### src/rtl/irq_arb_pkg.sv
package irq_arb_pkg;

    localparam int CCR_W  = 8;
    localparam int X_POS  = 6;
    localparam int I_POS  = 4;
    localparam int NSRC   = 4;
    localparam int VEC_W  = $clog2(NSRC);

    typedef enum logic [VEC_W-1:0] {
        SRC_ILLOP = 2'd0,
        SRC_SWI   = 2'd1,
        SRC_XIRQ  = 2'd2,
        SRC_IRQ   = 2'd3
    } src_e;

    typedef struct packed {
        logic x;
        logic i;
    } mask_t;

    // raw request lines, already converted to active-high
    typedef struct packed {
        logic irq;
        logic xirq;
        logic swi;
        logic illop;
    } req_t;

    function automatic mask_t ccr_to_mask(input logic [CCR_W-1:0] d);
        mask_t m;
        m.x = d[X_POS];
        m.i = d[I_POS];
        return m;
    endfunction

endpackage

### src/rtl/irq_prio_sel.sv
module irq_prio_sel
    import irq_arb_pkg::*;
(
    input  req_t  req,
    input  mask_t mask,
    output logic  sel_valid,
    output src_e  sel_src
);

    logic [NSRC-1:0] qual;

    always_comb begin
        qual                 = '0;
        qual[int'(SRC_ILLOP)] = req.illop;
        qual[int'(SRC_SWI)]   = req.swi;
        qual[int'(SRC_XIRQ)]  = req.xirq & ~mask.x;
        qual[int'(SRC_IRQ)]   = req.irq & ~mask.i;
    end

    // lowest index wins: scan from the top so the last hit is the winner
    always_comb begin
        sel_valid = 1'b0;
        sel_src   = SRC_IRQ;
        for (int k = NSRC - 1; k >= 0; k--) begin
            if (qual[k]) begin
                sel_valid = 1'b1;
                sel_src   = src_e'(k[VEC_W-1:0]);
            end
        end
    end

endmodule

### src/rtl/irq_entry_ctl.sv
module irq_entry_ctl
    import irq_arb_pkg::*;
#(
    parameter int ADDR_W = 16
) (
    input  logic              clk,
    input  logic              rst,
    input  logic              boundary,
    input  logic              sel_valid,
    input  src_e              sel_src,
    input  logic [ADDR_W-1:0] op_addr,
    input  logic [ADDR_W-1:0] next_addr,
    input  logic              stack_done,
    output logic              take,
    output src_e              vec,
    output logic [ADDR_W-1:0] save_addr,
    output logic              busy,
    output logic              upd_set_x,
    output logic              upd_set_i
);

    src_e kind;
    logic upd_pend;

    always_ff @(posedge clk) begin
        if (rst) begin
            take      <= 1'b0;
            vec       <= SRC_ILLOP;
            kind      <= SRC_ILLOP;
            save_addr <= '0;
            busy      <= 1'b0;
            upd_pend  <= 1'b0;
        end else begin
            take     <= 1'b0;
            upd_pend <= busy & stack_done & ~upd_pend;
            if (!busy && boundary && sel_valid) begin
                take      <= 1'b1;
                vec       <= sel_src;
                kind      <= sel_src;
                busy      <= 1'b1;
                save_addr <= (sel_src == SRC_ILLOP) ? op_addr : next_addr;
            end else if (upd_pend) begin
                busy <= 1'b0;
            end
        end
    end

    assign upd_set_i = upd_pend;
    assign upd_set_x = upd_pend & (kind == SRC_XIRQ);

endmodule

### src/rtl/irq_mask_regs.sv
module irq_mask_regs
    import irq_arb_pkg::*;
(
    input  logic             clk,
    input  logic             rst,
    input  logic             upd_set_x,
    input  logic             upd_set_i,
    input  logic             pull_stb,
    input  logic [CCR_W-1:0] pull_data,
    input  logic             wr_stb,
    input  logic [CCR_W-1:0] wr_data,
    output mask_t            mask
);

    mask_t pull_m;
    mask_t wr_m;
    logic  unused_ccr_bits;

    assign pull_m          = ccr_to_mask(pull_data);
    assign wr_m            = ccr_to_mask(wr_data);
    assign unused_ccr_bits = ^{pull_data, wr_data};

    always_ff @(posedge clk) begin
        if (rst) begin
            mask <= '{x: 1'b1, i: 1'b1};
        end else if (upd_set_i) begin
            mask.i <= 1'b1;
            if (upd_set_x) mask.x <= 1'b1;
        end else if (pull_stb) begin
            mask <= pull_m;
        end else if (wr_stb) begin
            mask.x <= mask.x & wr_m.x;
            mask.i <= wr_m.i;
        end
    end

endmodule

### src/rtl/irq_mask_arb.sv
module irq_mask_arb
    import irq_arb_pkg::*;
#(
    parameter int ADDR_W = 16
) (
    input  logic              clk,
    input  logic              rst,
    input  logic              xirq_n,
    input  logic              irq_req,
    input  logic              illop_stb,
    input  logic              swi_stb,
    input  logic              boundary,
    input  logic [ADDR_W-1:0] op_addr,
    input  logic [ADDR_W-1:0] next_addr,
    input  logic              ccr_wr_stb,
    input  logic [CCR_W-1:0]  ccr_wr_data,
    input  logic              ccr_pull_stb,
    input  logic [CCR_W-1:0]  ccr_pull_data,
    input  logic              stack_done,
    output logic              take,
    output logic [VEC_W-1:0]  vec_idx,
    output logic [ADDR_W-1:0] save_addr,
    output logic              x_bit,
    output logic              i_bit
);

    req_t  req;
    mask_t mask;
    logic  sel_valid;
    src_e  sel_src;
    src_e  vec;
    logic  busy;
    logic  upd_set_x;
    logic  upd_set_i;

    assign req = '{irq: irq_req, xirq: ~xirq_n, swi: swi_stb, illop: illop_stb};

    irq_prio_sel u_sel (
        .req       (req),
        .mask      (mask),
        .sel_valid (sel_valid),
        .sel_src   (sel_src)
    );

    irq_entry_ctl #(.ADDR_W(ADDR_W)) u_ctl (
        .clk       (clk),
        .rst       (rst),
        .boundary  (boundary),
        .sel_valid (sel_valid),
        .sel_src   (sel_src),
        .op_addr   (op_addr),
        .next_addr (next_addr),
        .stack_done(stack_done),
        .take      (take),
        .vec       (vec),
        .save_addr (save_addr),
        .busy      (busy),
        .upd_set_x (upd_set_x),
        .upd_set_i (upd_set_i)
    );

    irq_mask_regs u_msk (
        .clk       (clk),
        .rst       (rst),
        .upd_set_x (upd_set_x),
        .upd_set_i (upd_set_i),
        .pull_stb  (ccr_pull_stb),
        .pull_data (ccr_pull_data),
        .wr_stb    (ccr_wr_stb),
        .wr_data   (ccr_wr_data),
        .mask      (mask)
    );

    assign vec_idx = vec;
    assign x_bit   = mask.x;
    assign i_bit   = mask.i;

endmodule

### config.mk
export PLATFORM = sky130hd
export DESIGN_NAME = irq_mask_arb
export DESIGN_NICKNAME = d
export VERILOG_FILES = /design/src/rtl/irq_arb_pkg.sv /design/src/rtl/irq_prio_sel.sv /design/src/rtl/irq_entry_ctl.sv /design/src/rtl/irq_mask_regs.sv /design/src/rtl/irq_mask_arb.sv
export SDC_FILE = /design/constraint.sdc
export NUM_CORES = 1
export LEC_CHECK = 0
export BUFFER_PORTS_ARGS = -buffer_cell sky130_fd_sc_hd__buf_2
export CORE_ASPECT_RATIO = 1.5
export CORE_MARGIN = 2
export CORE_UTILIZATION = 45
export DETAILED_ROUTE_END_ITERATION = 6
export GPL_TIMING_DRIVEN = 0
export PLACE_DENSITY = 0.85
export SYNTH_ARGS = -nofsm -noshare
export SYNTH_HDL_FRONTEND = slang
export SYNTH_SLANG_ARGS = --single-unit
### constraint.sdc
create_clock -name clk -period 5.16 [get_ports clk]
set_input_delay 0.516 -clock clk [delete_from_list [all_inputs] [get_ports clk]]
set_output_delay 0.516 -clock clk [all_outputs]
set_load 0.05 [all_outputs]
==> metrics.yaml, run 1 <==
yosys:
  seq_area_frac_synth_pct: 37.7
  postSynthRegisterBits: 23
  synth_top_area_cell: "dfxtp_1"
  syn_area_sq_um: 1220
  synth_nets: 179
  yosys-top-cells-area: "dfxtp_1, mux2i_1, mux2_4"
  synth.avg_cell_area_sq_um: 10.1
  syn_inst: 121
  yosysTopAreaCellShare_pct: 37.7
  synth.distinct_cells: 23
  ys_warn_count: 0
cells_and_area:
  diodes: 0
  regArea_sq_um: 460
  final_cell_mix: "buf_2, dfxtp_1, nor2_1, nor2b_1, mux2i_1"
  area_growth_pct: 33.7
  final_common_cell: "buf_2"
  multiInputGateArea_sq_um: 712
  drive_gt1_share_pct: 47.1
  fillers: 232
  layout.nets: 248
cts:
  postCtsSetupBuffers: 0
  cts-root-buf: "clkbuf_8"
  cts.clk_slew.worst_paths_ps: 80
  cts_resized: 0
  clk_latency_ps: 260
  cts_hold_buf: 0
  cts.path.max_buffers: 2
  cts_tree: "built"
  clock-sinks: 23
  htree_levels: 1
  cts_buffers: 3
sta:
  period_needed_ps: 1840
  rsz0062_at_grt: "no"
  final_hold_viol_count: 0
  setup_slack_ps: 3320
  period_share_pct: 35.7
  relSlewSlack_pct: 55.8
  setup_tns_ps: 0
  worst_pin_slew_ps: 661
  finalClockSkew_ps: 3.80
  setup_violations: 0
  max_freq_mhz: 543
  slew_violations: 0
critical_path:
  required_ps: 5310
  crit_chain: "and2b_4, o41ai_4, buf_6, mux2_4"
  slowest_stage: "o41ai_4"
  crit_fanout: 10
  critical_path_class: "flop to flop"
  end_kind: "flop"
  crit_path_max_incr_delay_ps: 620
  cp-start-kind: "flop"
  cp_num_buf_inv: 1
  critPathTopFamily: "compound AO/OA/AOI/OAI gates"
  crit_arrival_ps: 1990
place:
  routabilityCongestion: 0.689
  post-place-ws_ps: 3030
  numPortBuffers: 64
  dp_hpwl_um: 2530
route:
  drt-initial-drc-count: 15
  avgRoutedWirePerCell_um: 13.5
  viasPerCell: 4.97
  vias: 1124
  dr.pass1.iters: 4
  drc: 0
  drtAntennaViolNets: 0
  wl_um: 3050
global_routing:
  overflow: 0
  track_usage_pct: 20.7
  grt_pass1_vias: 1183
  antenna_found_initial: 0
  grt_pass1_wl_um: 4820
  grt_max_degree: 13
floorplanning:
  die_w_um: 46.6
  coreArea_sq_um: 2620
  io_pins: 79
  die_h_um: 67.8
  initial_core_util_pct: 46.7
  fp-row-count: 23
  die_area_sq_um: 3160
job:
  cap_violations: 0
pwr:
  powerDensity_nw_per_um2: 270
  power.total_w: 0.000442
  ir_worst_vdd_uv: 190
  p_leak_nw: 0.845
hold_path:
  hold_path.class: "flop to flop"
run_status:
  outcome: "finished, final reports clean"
## final cells by class
cell class | count | area share, %
plain buffers | 7 | 2.60
flip-flops and latches | 23 | 28.2
repair buffers | 64 | 19.6
inverters | 2 | 0.459
clock buffers | 4 | 2.76
well taps | 37 | 2.83
multi-input cells | 89 | 43.6
## worst reg2reg max path: stages, from the launching register on
cell and delay, ps:
dfxtp_1 340, and2b_4 210, o41ai_4 620, buf_6 260, mux2_4 320
## per-stage QoR
step | cell area [sq um] | hold WS [ps] | std cells | util (%)
2_1_floorplan | 1220 | 459 | 121 | -
3_3_place_gp | 1590 | 460 | 222 | 60.7
3_5_place_dp | 1590 | 463 | 222 | 60.7
4_1_cts | 1630 | 475 | 226 | 62.4
5_1_grt | 1630 | 487 | 226 | 62.4
6_report | 1630 | 474 | 226 | 62.4
## flip-flops by register name (all words and copies together) (netlist names)
register	flops
u_msk.mask	2
u_ctl.take	1
u_ctl.busy	1
u_ctl.upd_set_i	1
u_ctl.save_addr	16
u_ctl.vec	2
## synth_stat cells
| library cell | number |
|---|---|
| dfxtp_1 | 23 |
| nor2_1 | 19 |
| nor2b_1 | 18 |
| mux2i_1 | 17 |
| mux2_2 | 9 |
| mux2_4 | 8 |
| clkbuf_1 | 4 |
| o21ai_0 | 3 |
| a211oi_1 | 2 |
| buf_6 | 2 |
| inv_1 | 2 |
| nand2_1 | 2 |
| o21a_1 | 2 |
| a211o_1 | 1 |
| a21oi_1 | 1 |
| and2b_4 | 1 |
| and3_1 | 1 |
| buf_2 | 1 |
| nand2b_1 | 1 |
| nand3b_1 | 1 |
| nor3_1 | 1 |
| o21bai_1 | 1 |
| o41ai_4 | 1 |
## path summary, 6_finish.rpt
check	from	to	slack, ps	cells after the start
worst max-delay path	u_msk.mask[0]	u_ctl.save_addr[11]	3320	4
worst min register to register	u_ctl.vec[0]	u_ctl.vec[0]	470	2
worst min-delay path	u_ctl.vec[0]	u_ctl.vec[0]	470	2
worst max register to register	u_msk.mask[0]	u_ctl.save_addr[11]	3320	4
## power breakdown
part	switching (W)	internal (W)	leakage, nW
sequential	0.00000679	0.000191	0.189
combinational	0.0000823	0.0000534	0.634
clock	0.0000533	0.0000550	0.0228
## kinds of logic (layout without fill, tap and decap cells)
kind of cell           count (synthesis)  count (layout)  share of synthesized area [%]
flip-flops                            23              23                           37.7
AND/OR/NAND/NOR                       44              44                           18.5
multiplexers                          34              34                           32.0
AO/OA/AOI/OAI                         11              11                           7.68
buffers and inverters                  9              77                           4.09
## routing by layer
| metal | share of wire (%) | track usage (%) | wire length [um] | up-vias |
|---|---|---|---|---|
| met3 | 4.8 | 3.17 | 147 | 4 |
| met4 | 0.75 | 7.14 | 23 | 0 |
| met5 | 0 | 0 | 0 | - |
| met2 | 60 | 42.2 | 1830 | 40 |
| li1 | - | - | - | 546 |
| met1 | 34 | 19.3 | 1050 | 534 |
Note: power is estimated with default switching activity, not from simulation.
==> run 2, diff against run 1 <==
- CORE_UTILIZATION: 45 -> 38
- PLACE_DENSITY: 0.85 -> 0.76
- clock period: 5.16 -> 1.56 ns (I/O delays scaled with it)
==> run 2 against run 1 <==
Clock skew fell by 1.0 ps. Utilization fell by 9.4 points. Sequential cell count did not move. Largest power group unchanged. First-iteration DRC count rose by 73%. Total power rose to 3.3 times the previous value. Critical path depth did not move. Worst setup slack got worse by 3300 ps. Critical endpoint is now u_ctl.save_addr[15]. Via count fell by 4.0%. Maximum frequency rose by 21%. Clock power rose to 3.3 times the previous value.
==> metrics.yaml, run 2 (synthesis gave the netlist of run 1 again) <==
run_status:
  outcome: "finished, final reports clean"
cells_and_area:
  final_area_sq_um: 1660
  top_regs: "u_ctl.save_addr: 16 flops, u_ctl.vec: 2 flops, u_msk.mask: 2 flops"
  post-route-util_pct: 53.0
  largest_register_ffs: 16
  drive_gt1_share_pct: 48.4
  regArea_sq_um: 465
  fillers: 325
  multiInputGateArea_sq_um: 716
  diodes: 0
  area_growth_pct: 35.6
  layout.nets: 249
  final_common_cell: "buf_2"
  final_cell_mix: "buf_2, dfxtp_1, nor2_1, nor2b_1, mux2i_1"
  top_register: "u_ctl.save_addr"
critical_path:
  end_kind: "flop"
  required_ps: 1710
  crit_arrival_ps: 1670
  rrSetupSlack_ps: 40
  cp-start-kind: "flop"
  critical_path_class: "flop to flop"
  crit_fanout: 10
sta:
  relSlewSlack_pct: 70.3
  worst_pin_slew_ps: 446
  finalClockSkew_ps: 2.76
  period_share_pct: 97.4
  setup_violations: 0
  holdWs_ps: 107
  max_freq_mhz: 658
  period_needed_ps: 1520
  rsz0062_at_grt: "yes"
  slew_violations: 0
  final_hold_viol_count: 0
floorplanning:
  die_area_sq_um: 3700
  die_h_um: 73.5
  initial_core_util_pct: 39.1
  coreArea_sq_um: 3130
  die_w_um: 50.3
  io_pins: 79
  fp-row-count: 25
pwr:
  powerDensity_nw_per_um2: 882
  p_leak_nw: 0.854
  ir_worst_vdd_uv: 435
cts:
  cts_buffers: 3
  cts_hold_buf: 0
  cts.clk_slew.worst_paths_ps: 80
  clock-sinks: 23
  cts-root-buf: "clkbuf_8"
  clk_latency_ps: 260
  cts_tree: "built"
  cts.path.max_buffers: 2
  htree_levels: 1
place:
  routabilityCongestion: 0.685
  place_area_sq_um: 1600
  numPortBuffers: 64
  dp_hpwl_um: 2140
job:
  cap_violations: 0
global_routing:
  grt_pass1_wl_um: 4440
  grt_max_degree: 13
  track_usage_pct: 15.6
  overflow: 0
  antenna_found_initial: 0
  grt_pass1_vias: 1074
route:
  wl_um: 2750
  drt-initial-drc-count: 26
  avgRoutedWirePerCell_um: 12.0
  dr.pass1.iters: 4
  vias: 1079
  drtAntennaViolNets: 0
  drc: 0
  viasPerCell: 4.69
hold_path:
  hold_path.class: "primary input to flop"
run 2: per-layer routing:
metal  vias up  share of wire [%]  track usage (%)
met2        39                 52             28.8
li1        552                  -                -
met5         -                  0                0
met4         0                1.1             7.21
met1       486                 40             17.5
met3         2                6.1             2.03
run 2: area by class of cell:
cell class / instances / area share [%]
multi-input combinational: 89 / 43.2
sequential: 23 / 28.1
inverter: 2 / 0.453
tap: 40 / 3.02
timing repair buffer: 65 / 20.0
buffer: 7 / 2.57
clock buffer: 4 / 2.72
run 2: path summary, 6_finish.rpt:
path / cells after the start / start / end
max reg2reg: 4 / u_msk.mask[0] / u_ctl.save_addr[15]
max: 4 / u_msk.mask[0] / u_ctl.save_addr[15]
min: 3 / ccr_pull_data[4] / u_msk.mask[0]
min reg2reg: 2 / u_ctl.vec[0] / u_ctl.vec[0]
run 2: report_power, final:
part | internal, W | switching (W) | total (W)
combinational | 0.000182 | 0.000268 | 0.000450
sequential | 0.000632 | 0.0000203 | 0.000652
clock | 0.000182 | 0.000179 | 0.000361
total | 0.000996 | 0.000467 | 0.00146
run 2: stage by stage:
step	instances	TNS [ps]	setup WS (ps)	total power [W]
2_1_floorplan	121	-3630	-293	0.000987
3_3_place_gp	225	-4270	-342	0.00111
3_5_place_dp	225	-4550	-355	0.00112
4_1_cts	230	0	6.35	0.00148
5_1_grt	230	-209	-25.6	0.00153
6_report	230	0	40.8	0.00146
run 2: worst max-delay path, cell delays in order (launching register included):
cell and delay, ps:
dfxtp_4 350, and2b_4 190, o41ai_4 340, buf_6 220, mux2_4 310
run 2: repair_timing:
action	4_1_cts	5_1_grt
gates resized for setup	0	2
pin swaps	1	0
endpoints found under the setup margin	18	9
setup buffers	1	0
==> run 3, diff against run 2 <==
- CELL_PAD_IN_SITES_DETAIL_PLACEMENT: default -> 1
- CELL_PAD_IN_SITES_GLOBAL_PLACEMENT: default -> 1
- CORE_UTILIZATION: 38 -> 26
- PLACE_DENSITY: 0.76 -> default
- PLACE_DENSITY_LB_ADDON: default -> 0.1
==> run 3 against run 2 <==
Die area rose by 43%. Critical endpoint is now u_ctl.save_addr[0]. Critical path depth unchanged. Design area increased by 3.8%. Maximum frequency down 2.1%. Sequential cell count unchanged. Final cell count rose by 12%. Clock skew increased by 3.4 ps. Sequential share of layout area is 1.0 points lower. Non-clock buffer count rose by 3. First-iteration DRC count up 27%. Register-to-register slack got worse by 30 ps. Global-route usage fell by 2.5 points.
==> metrics.yaml, run 3 (synthesis gave the netlist of run 1 again) <==
pwr:
  ir_worst_vdd_uv: 284
  powerDensity_nw_per_um2: 877
  power.total_w: 0.00151
  p_leak_nw: 0.874
critical_path:
  end_kind: "flop"
  crit_fanout: 5
  slowest_stage: "o41ai_4"
  cp-start-kind: "flop"
  rr_worst_depth: 4
  critical_path_class: "flop to flop"
  crit_chain: "and2b_4, o41ai_4, buf_4, mux2_2"
  crit_path_max_incr_delay_ps: 360
  crit_arrival_ps: 1720
  required_ps: 1730
cts:
  htree_levels: 1
  cts_hold_buf: 0
  clock-sinks: 23
  cts.path.max_buffers: 2
  cts_buffers: 3
  cts.clk_slew.worst_paths_ps: 90
  cts_tree: "built"
  clk_latency_ps: 270
  cts-root-buf: "clkbuf_8"
cells_and_area:
  final_common_cell: "buf_2"
  final_cell_mix: "buf_2, dfxtp_1, nor2_1, mux2i_1, nor2b_1"
  final_area_sq_um: 1720
  multiInputGateArea_sq_um: 726
  top_register: "u_ctl.save_addr"
  drive_gt1_share_pct: 50.3
  top_regs: "u_ctl.save_addr: 16 flops, u_ctl.vec: 2 flops, u_msk.mask: 2 flops"
  fillers: 557
  instances_no_fill: 257
  largest_register_ffs: 16
  regArea_sq_um: 465
  layout.nets: 252
  post-route-util_pct: 37.9
  diodes: 0
  area_growth_pct: 40.7
sta:
  setup_violations: 0
  rsz0062_at_grt: "yes"
  relSlewSlack_pct: 66.0
  slew_violations: 0
  period_share_pct: 99.4
  worst_pin_slew_ps: 511
  holdWs_ps: 99.7
  period_needed_ps: 1550
  max_freq_mhz: 645
  finalClockSkew_ps: 6.21
  final_hold_viol_count: 0
run_status:
  outcome: "finished, final reports clean"
route:
  avgRoutedWirePerCell_um: 12.9
  dr.pass1.iters: 2
  vias: 1131
  viasPerCell: 4.40
  wl_um: 3330
  drt-initial-drc-count: 33
  drtAntennaViolNets: 0
  drc: 0
floorplanning:
  initial_core_util_pct: 26.9
  io_pins: 79
  die_area_sq_um: 5280
  die_w_um: 60.0
  fp-row-count: 30
  coreArea_sq_um: 4540
  die_h_um: 88.0
job:
  cap_violations: 0
global_routing:
  grt_pass1_vias: 1238
  overflow: 0
  antenna_found_initial: 0
  track_usage_pct: 13.1
  grt_pass1_wl_um: 5290
  grt_max_degree: 15
hold_path:
  hold_path_depth: 3
  hold_path.class: "primary input to flop"
place:
  place_area_sq_um: 1630
  routabilityCongestion: 0.697
  dp.cells: 249
  numPortBuffers: 64
  dp_hpwl_um: 2550
## run 3: through the flow
stage | setup WS, ps | TNS, ps
after floorplan | -293 | -3630
after global placement | -370 | -4760
after detailed placement | -410 | -5420
after CTS | -9.45 | -35.7
after global routing | -46.9 | -384
final | 8.87 | 0
## run 3: what timing repair did
| action | in CTS | in global routing |
|---|---|---|
| endpoints found under the setup margin | 18 | 16 |
| buffers inserted | 4 | 0 |
| resized for setup | 0 | 4 |
| pin swaps | 1 | 0 |
| cloned | 0 | 0 |
| endpoints found under the hold margin | 0 | 0 |
## run 3: worst paths after layout
path	endpoint	from	slack, ps
setup / recovery	u_ctl.save_addr[0]	u_msk.mask[0]	9
hold / removal	u_msk.mask[0]	ccr_pull_data[4]	100
setup reg to reg	u_ctl.save_addr[0]	u_msk.mask[0]	9
hold reg to reg	u_ctl.vec[0]	u_ctl.vec[0]	470
## run 3: power breakdown
| group | total, W | switching, W | internal [W] | leakage, nW |
|---|---|---|---|---|
| clock | 0.000390 | 0.000209 | 0.000181 | 0.0217 |
| combinational | 0.000465 | 0.000275 | 0.000190 | 0.663 |
| sequential | 0.000654 | 0.0000221 | 0.000632 | 0.189 |
## run 3: final cells by class
cell class | count | share of cell area, %
Buffer | 7 | 2.47
Tap cell | 64 | 4.65
Inverter | 2 | 0.436
Sequential cell | 23 | 27.1
Clock buffer | 3 | 2.40
Multi-Input combinational cell | 89 | 42.2
Timing Repair Buffer | 68 | 20.4
Clock inverter | 1 | 0.436
## run 3: critical path: cells and delay by family, from the launching register on
kind | cells | cell delay [ps]
buf+inv | 1 | 220
simple gates | 1 | 190
mux | 1 | 330
compound gates | 1 | 360
flops | 1 | 350
## run 3: routing by layer
layer  track usage (%)  vias to the layer above  wire length (um)
met2              24.0                       44              1720
met1              14.0                      529              1310
met4              5.45                        0                58
met5                 0                        -                 0
met3              2.95                        5               238
li1                  -                      553                 -
